`config.mk`:
```
export PLATFORM = sky130hd
export DESIGN_NAME = btb_nextpc
export DESIGN_NICKNAME = d
export VERILOG_FILES = /design/src/rtl/btb_pkg.sv /design/src/rtl/btb_addr_split.sv /design/src/rtl/btb_store.sv /design/src/rtl/btb_npc_select.sv /design/src/rtl/btb_nextpc.sv
export SDC_FILE = /design/constraint.sdc
export NUM_CORES = 1
export LEC_CHECK = 0
export ABC_AREA = 0
export CAP_MARGIN = 20
export CORE_MARGIN = 4
export CORE_UTILIZATION = 35
export DETAILED_ROUTE_END_ITERATION = 7
export GPL_ROUTABILITY_DRIVEN = 0
export PLACE_DENSITY_LB_ADDON = 0.3
export SLEW_MARGIN = 20
export SYNTH_ARGS = -nofsm -noshare
export SYNTH_HDL_FRONTEND = slang
export SYNTH_HIERARCHICAL = 1
export SYNTH_SLANG_ARGS = --single-unit
```
`constraint.sdc`:
```
create_clock -name clk -period 6.3 [get_ports clk]
set_input_delay 1.26 -clock clk [delete_from_list [all_inputs] [get_ports clk]]
set_output_delay 1.26 -clock clk [all_outputs]
set_load 0.005 [all_outputs]
```
`src/rtl/btb_pkg.sv`:
```
package btb_pkg;
    // Instructions are word aligned; the low address bits never index or tag.
    localparam int ALIGN_W  = 2;
    localparam int SEQ_STEP = 4;

    typedef enum logic [0:0] {
        NPC_SEQ    = 1'b0,
        NPC_TARGET = 1'b1
    } npc_src_e;
endpackage

```
`src/rtl/btb_addr_split.sv`:
```
module btb_addr_split #(
    parameter int ADDR_W = 32,
    parameter int IDX_W  = 4
) (
    input  logic [ADDR_W-1:0]                          addr,
    output logic [IDX_W-1:0]                           idx,
    output logic [ADDR_W-IDX_W-btb_pkg::ALIGN_W-1:0]   tag
);
    localparam int LO = btb_pkg::ALIGN_W;

    always_comb begin
        idx = addr[LO +: IDX_W];
        tag = addr[ADDR_W-1:LO+IDX_W];
    end
endmodule

```
`src/rtl/btb_store.sv`:
```
module btb_store #(
    parameter int ADDR_W = 32,
    parameter int IDX_W  = 4
) (
    input  logic                                       clk,
    input  logic                                       rst_n,
    input  logic [IDX_W-1:0]                           rd_idx,
    output logic                                       rd_valid,
    output logic [ADDR_W-IDX_W-btb_pkg::ALIGN_W-1:0]   rd_tag,
    output logic [ADDR_W-1:0]                          rd_target,
    input  logic                                       wr_en,
    input  logic [IDX_W-1:0]                           wr_idx,
    input  logic [ADDR_W-IDX_W-btb_pkg::ALIGN_W-1:0]   wr_tag,
    input  logic [ADDR_W-1:0]                          wr_target
);
    localparam int DEPTH = 1 << IDX_W;
    localparam int TAG_W = ADDR_W - IDX_W - btb_pkg::ALIGN_W;

    logic [DEPTH-1:0]  valid_q;
    logic [TAG_W-1:0]  tag_q    [DEPTH];
    logic [ADDR_W-1:0] target_q [DEPTH];

    // Only the valid flags need a reset; payload is qualified by them.
    always_ff @(posedge clk) begin
        if (!rst_n) begin
            valid_q <= '0;
        end else if (wr_en) begin
            valid_q[wr_idx] <= 1'b1;
        end
    end

    always_ff @(posedge clk) begin
        if (wr_en) begin
            tag_q[wr_idx]    <= wr_tag;
            target_q[wr_idx] <= wr_target;
        end
    end

    // Read is combinational from the registers, so a same-cycle write is
    // not yet visible.
    always_comb begin
        rd_valid  = valid_q[rd_idx];
        rd_tag    = tag_q[rd_idx];
        rd_target = target_q[rd_idx];
    end
endmodule

```
`src/rtl/btb_npc_select.sv`:
```
module btb_npc_select #(
    parameter int ADDR_W = 32
) (
    input  logic [ADDR_W-1:0]  pc,
    input  logic               hit,
    input  logic               taken_pred,
    input  logic [ADDR_W-1:0]  target,
    output btb_pkg::npc_src_e  src,
    output logic [ADDR_W-1:0]  next_pc
);
    import btb_pkg::*;

    logic [ADDR_W-1:0] seq_pc;

    always_comb begin
        seq_pc = pc + ADDR_W'(SEQ_STEP);
        src    = (hit && taken_pred) ? NPC_TARGET : NPC_SEQ;
        unique case (src)
            NPC_TARGET: next_pc = target;
            NPC_SEQ:    next_pc = seq_pc;
            default:    next_pc = seq_pc;
        endcase
    end
endmodule

```
`src/rtl/btb_nextpc.sv`:
```
module btb_nextpc #(
    parameter int ADDR_W = 32,
    parameter int IDX_W  = 4
) (
    input  logic              clk,
    input  logic              rst_n,
    input  logic [ADDR_W-1:0] fe_pc,
    input  logic              fe_taken_pred,
    output logic              fe_hit,
    output logic [ADDR_W-1:0] fe_target,
    output logic [ADDR_W-1:0] fe_next_pc,
    input  logic              ex_wr_valid,
    input  logic [ADDR_W-1:0] ex_wr_pc,
    input  logic [ADDR_W-1:0] ex_wr_target
);
    localparam int TAG_W = ADDR_W - IDX_W - btb_pkg::ALIGN_W;

    logic [IDX_W-1:0]  lk_idx;
    logic [TAG_W-1:0]  lk_tag;
    logic [IDX_W-1:0]  wr_idx;
    logic [TAG_W-1:0]  wr_tag;
    logic              rd_valid;
    logic [TAG_W-1:0]  rd_tag;
    logic [ADDR_W-1:0] rd_target;
    logic              wr_en;
    btb_pkg::npc_src_e npc_src;

    btb_addr_split #(.ADDR_W(ADDR_W), .IDX_W(IDX_W)) u_lk_split (
        .addr (fe_pc),
        .idx  (lk_idx),
        .tag  (lk_tag)
    );

    btb_addr_split #(.ADDR_W(ADDR_W), .IDX_W(IDX_W)) u_wr_split (
        .addr (ex_wr_pc),
        .idx  (wr_idx),
        .tag  (wr_tag)
    );

    // An unknown or low qualifier never writes.
    assign wr_en = (ex_wr_valid == 1'b1);

    btb_store #(.ADDR_W(ADDR_W), .IDX_W(IDX_W)) u_store (
        .clk       (clk),
        .rst_n     (rst_n),
        .rd_idx    (lk_idx),
        .rd_valid  (rd_valid),
        .rd_tag    (rd_tag),
        .rd_target (rd_target),
        .wr_en     (wr_en),
        .wr_idx    (wr_idx),
        .wr_tag    (wr_tag),
        .wr_target (ex_wr_target)
    );

    assign fe_hit    = rd_valid && (rd_tag == lk_tag);
    assign fe_target = rd_target;

    btb_npc_select #(.ADDR_W(ADDR_W)) u_select (
        .pc         (fe_pc),
        .hit        (fe_hit),
        .taken_pred (fe_taken_pred),
        .target     (rd_target),
        .src        (npc_src),
        .next_pc    (fe_next_pc)
    );
endmodule

```
After elaboration in Yosys (flattened, before gate mapping)
Memory sizes are Yosys's and may differ from the RTL's.
Index checks and enable logic that the tools add are counted.

word-level totals
  memory bits (writable) = 928
  memories = 2
  register bits after elaboration = 16
  output and inout bits = 65

cells by class
  mux-type cells = 8
  reduce and logical (&&, ||, !) cells = 3
  $lt $le $gt $ge = 3
  bitwise logic cells = 2
  $add $sub $neg = 1
  eq/ne operators = 1

memories
  memory            words  bits a word  read ports  clocked after Yosys merged registers in  wr ports  line             RTL
  u_store.target_q  16     32           1           0                                        1         btb_store.sv:21  logic [ADDR_W-1:0] target_q [DEPTH];
  u_store.tag_q     16     26           1           0                                        1         btb_store.sv:20  logic [TAG_W-1:0] tag_q [DEPTH];

operator list
  cell                   number
  $pmux 32 s2            1
  $add 32x3->32 const B  1
  $eq 26x26->1           1
  $or 16x16->16          1
  $lt 4x5->1 const B     2
  $mux 1                 5
  $bmux 1 s4             1
  $demux 1 s4            1
  $ge 4x1->1 const B     1
  $logic_and 1x1->1      3
  $not 1->1              1

Depth between registers and ports, before layout
  depth after elaboration = 7
  depth in mapped cells = 16
  mapped depth without buffers = 11

By module
Netlist, hierarchy kept.

by module, submodules not included
  module          area an instance (µm²)  instances  cells each
  btb_store       35,242.6                1          1,481
  btb_npc_select  968.4                   1          165
  btb_addr_split  225.2                   2          30
  btb_nextpc      290.3                   1          35

Worst setup path before layout
No wires, ideal clock.

  path type = input to register
  start = input ex_wr_pc[2]
  end = memory u_store/tag_q[0][0] (netlist name) (enable)
  arrival = 5.895 ns
  setup time = 0.548 ns
  stages on the path = 3
  path slack = -0.143 ns
  path through = buf_4 or3b_2 nor3_1

RTL lines
  item         line              RTL
  from (decl)  btb_nextpc.sv:13  input logic [ADDR_W-1:0] ex_wr_pc,
  to (decl)    btb_store.sv:20

No word-level cell before the write port.

Worst setup path after layout
  start = input fe_pc[5]
  end = output fe_next_pc[12]

between the ends
  cells in the longest elaborated chain, start to end = 7
  elaborated cells on any way between the ends = 11
  classes of those cells = add/sub: 1; eq/ne: 1; mux: 4; bitwise: 1; reduce/logical: 2; memory: 2

ends and longest elaborated chain
  item                   line                  RTL
  from (decl)            btb_nextpc.sv:7       input logic [ADDR_W-1:0] fe_pc,
  $mem_v2 16x26 (*)      --
  net rd_tag[20]         btb_nextpc.sv:23      logic [TAG_W-1:0] rd_tag;
  $eq 26x26->1 (*)       btb_nextpc.sv:56      assign fe_hit = rd_valid && (rd_tag == lk_tag);
  $logic_and 1x1->1 (*)  btb_nextpc.sv:56
  $logic_and 1x1->1 (*)  btb_npc_select.sv:17  src = (hit && taken_pred) ? NPC_TARGET : NPC_SEQ;
  $mux 1 (*)             btb_npc_select.sv:17
  net npc_src            btb_nextpc.sv:26      btb_pkg::npc_src_e npc_src;
  $not 1->1              btb_npc_select.sv:18  unique case (src)
  $pmux 32 s2 (*)        btb_npc_select.sv:18
  to (decl)              btb_nextpc.sv:11      output logic [ADDR_W-1:0] fe_next_pc,

Mark *: on every way through the listed nets, which the timed path passes. The rest lies on a longest branch. The select of a mux whose other input is x is not followed.

==> results.ini <==
[pwr]
peakVddDrop_v=0.000190
p_int_uw=10300
p_seq_frac=0.542
finalPower_uw=13000
power.density_nw_per_um2=299
p_clk_frac=0.390
switchingPower_uw=2730
p_sw_frac=0.209
share_comb_of_total_power=0.068
leakage_uw=0.0136

[synth]
yosys.area.top_type_share=0.754
netlist_area_um2=37000
ys_seq_area_frac=0.763
ys_seq_elements=944
synth_edf_count=928
yosysWarningCount=6
synthArstFlopShare=0
synth_area_leader_cell=edfxtp_1
syn_nets=1842
netlist_instances=1741
synthFlopType=edfxtp_1
synth_cell_type_count=38
avgSynthCellArea_um2=21.2
synthTopCellsByArea=edfxtp_1 75%, mux4_2 14%, a22oi_1 2.4%, buf_4 1.2%, nand2_1 0.91%

[floorplanning]
core-area_um2=104000
rows=118
dieArea_um2=111000
io_pins=165
die_h_um=333
start_util=0.355
die_w_um=333

[worst_hold_path]
hp-class=flop to flop

[sta]
drv_slew=0
hold_viol=0
clock_skew_ns=0
relSlewSlack=0.198
final.min_clock_period_ns=6.14
fmax_mhz=163
period_share=0.974
grt_setup_unrepaired=no
setup_viol=0
final.setup.worst_slack_ns=0.164
worstMarginPinSlew_ns=1.20

[routing]
drc=0
ant_nets=0
dr.pass1.iters=5
vias_per_cell=5.39
wl_per_cell_um=28.2
drtIter0Drc=1881
via_count=18400
totalWireLength_mm=96.0

[finish]
layout_commonest_cell=edfxtp_1
design_area_um2=43600
final_cell_mix=928 x edfxtp_1, 236 x mux4_2, 155 x clkdlybuf4s50_1
drive_above_1_share=0.241
areaGrowthSynthToFinish_pct=17.9
nNetsFinal=2051

[worst_setup_path]
required_ns=5.04
crit_family=buffers and inverters
worstSetupStartpointType=input pin
worstPathMaxFanout=14
critical_path_class=input pin to output port
slowest_delay_ns=0.53
crit_slowest_cell=clkdlybuf4s50_1
cp-end-kind=output port
path_cells=clkdlybuf4s50_1 > buf_4 > nor2_4 > buf_4 > buf_4 > a22oi_1 > nand2_1 > xnor2_1 > nand4_1 > nor4_4 > nand2_2 > clkinvlp_4 > buf_8 > or4_1 > o211ai_1 > clkdlybuf4s50_1
crit_top_cell=buf_4
worst-path-buf-inv=7
arrival_ns=4.88

[global_routing]
grt_max_degree=60
gr-usage-met1=0.242
grt_pass1_wl_mm=136
grt_util_met2=0.261
antenna_found_initial=16
overflow=0
busiest_layer=met2
grt_pass1_vias=18900
met3_usage=0.0530
grt_use_total=0.170

[cts]
clock_path_buffers=3
htree_levels=3
cts-root-buf=clkbuf_16
cts_sinks=944
clk_pin_slew_ns=0.06
clock_latency_ns=0.63
cts_setup_buffers=0
numCtsBuffers=94
cts_tree=done

[placed_design]
placed_area_um2=40600
hpwl_mm=55.9
port_buffers=162
pre_cts_slack_ns=-0.107

[run]
maxCapViolations=0

[outcome]
status=completed

-- sequential cells by signal (all words and copies together), names as in the netlist --
name / count
u_store/tag_q: 416
u_store/valid_q: 16
u_store/target_q: 512
-- kinds of logic after synthesis --
kind of cell    count (synthesis)  share of synthesized area
buf+inv                       155                     0.0248
fa+ha+maj                       1                   0.000339
mux                           236                      0.144
xor+xnor                       37                    0.00877
flops                         944                      0.763
compound gates                179                     0.0348
simple gates                  189                     0.0247
-- metal layers --
layer  share of wire  vias up
met2            0.47      679
met3           0.097       85
met1            0.43     9898
li1                -     7687
met5         0.00063        -
met4           0.011       10
-- timing repair --
action                                  in CTS  in global routing
resized for setup                           10                 16
endpoints found under the setup margin      32                 32
pin swaps                                    0                  2
hold buffers                                 0                  0
gates cloned                                 0                  2
-- worst paths after layout --
kind / startpoint / endpoint / slack (ns) / depth (start not counted)
min reg2reg: u_store/valid_q[12] / u_store/valid_q[12] / 0.47 / 1
max reg2reg: u_store/valid_q[11] / u_store/valid_q[11] / 5.70 / 1
max: fe_pc[5] / fe_next_pc[12] / 0.16 / 16
min: u_store/valid_q[12] / u_store/valid_q[12] / 0.47 / 1
-- through the flow --
step	util	hold WS, ns	setup TNS, ns	cells
after floorplan	-	0.435	0	1741
after global placement	0.390	0.442	-0.611	3232
after detailed placement	0.390	0.453	-0.649	3232
after CTS	0.417	0.466	0	3396
after global routing	0.418	0.485	0	3399
final	0.418	0.467	0	3405
-- synthesized netlist by cell type (2+ instances only) --
cell      count
edfxtp_1    928
a31oi_1      16
nand2_1      90
buf_2        32
nor3_1        4
o21a_1       16
nand2b_1      2
nand3b_1      2
o31ai_1      13
mux4_2      236
xnor2_1      28
buf_4        61
a22oi_1     118
and4_1        3
and3_1        7
nor2b_1       2
buf_1         4
nor2_1       31
or3_1         3
buf_6         8
inv_1         3
clkbuf_1     45
or4_1        15
dfxtp_1      16
xor2_1        9
o21ai_0      14
nand4_1      11
nand3_1      14
-- power groups by stage --
stage | clock network [µW] | registers [µW] | logic, µW
3_5_place_dp | 0 | 7190 | 886
5_1_grt | 5490 | 7060 | 950
3_3_place_gp | 0 | 7180 | 873
4_1_cts | 5210 | 7060 | 889
2_1_floorplan | 0 | 7180 | 463
6_report | 5090 | 7060 | 886
-- cell type report --
class,count,area (µm²)
diodes,7,17.5
clock buffers,120,2510
clock inverters,44,255
fillers,9089,60700
inverters,4,18.8
multi-input cells,642,8020
flip-flops and latches,944,28200
well taps,1380,1730
repair buffers,264,2810
Power figures use the tool's default switching activity.
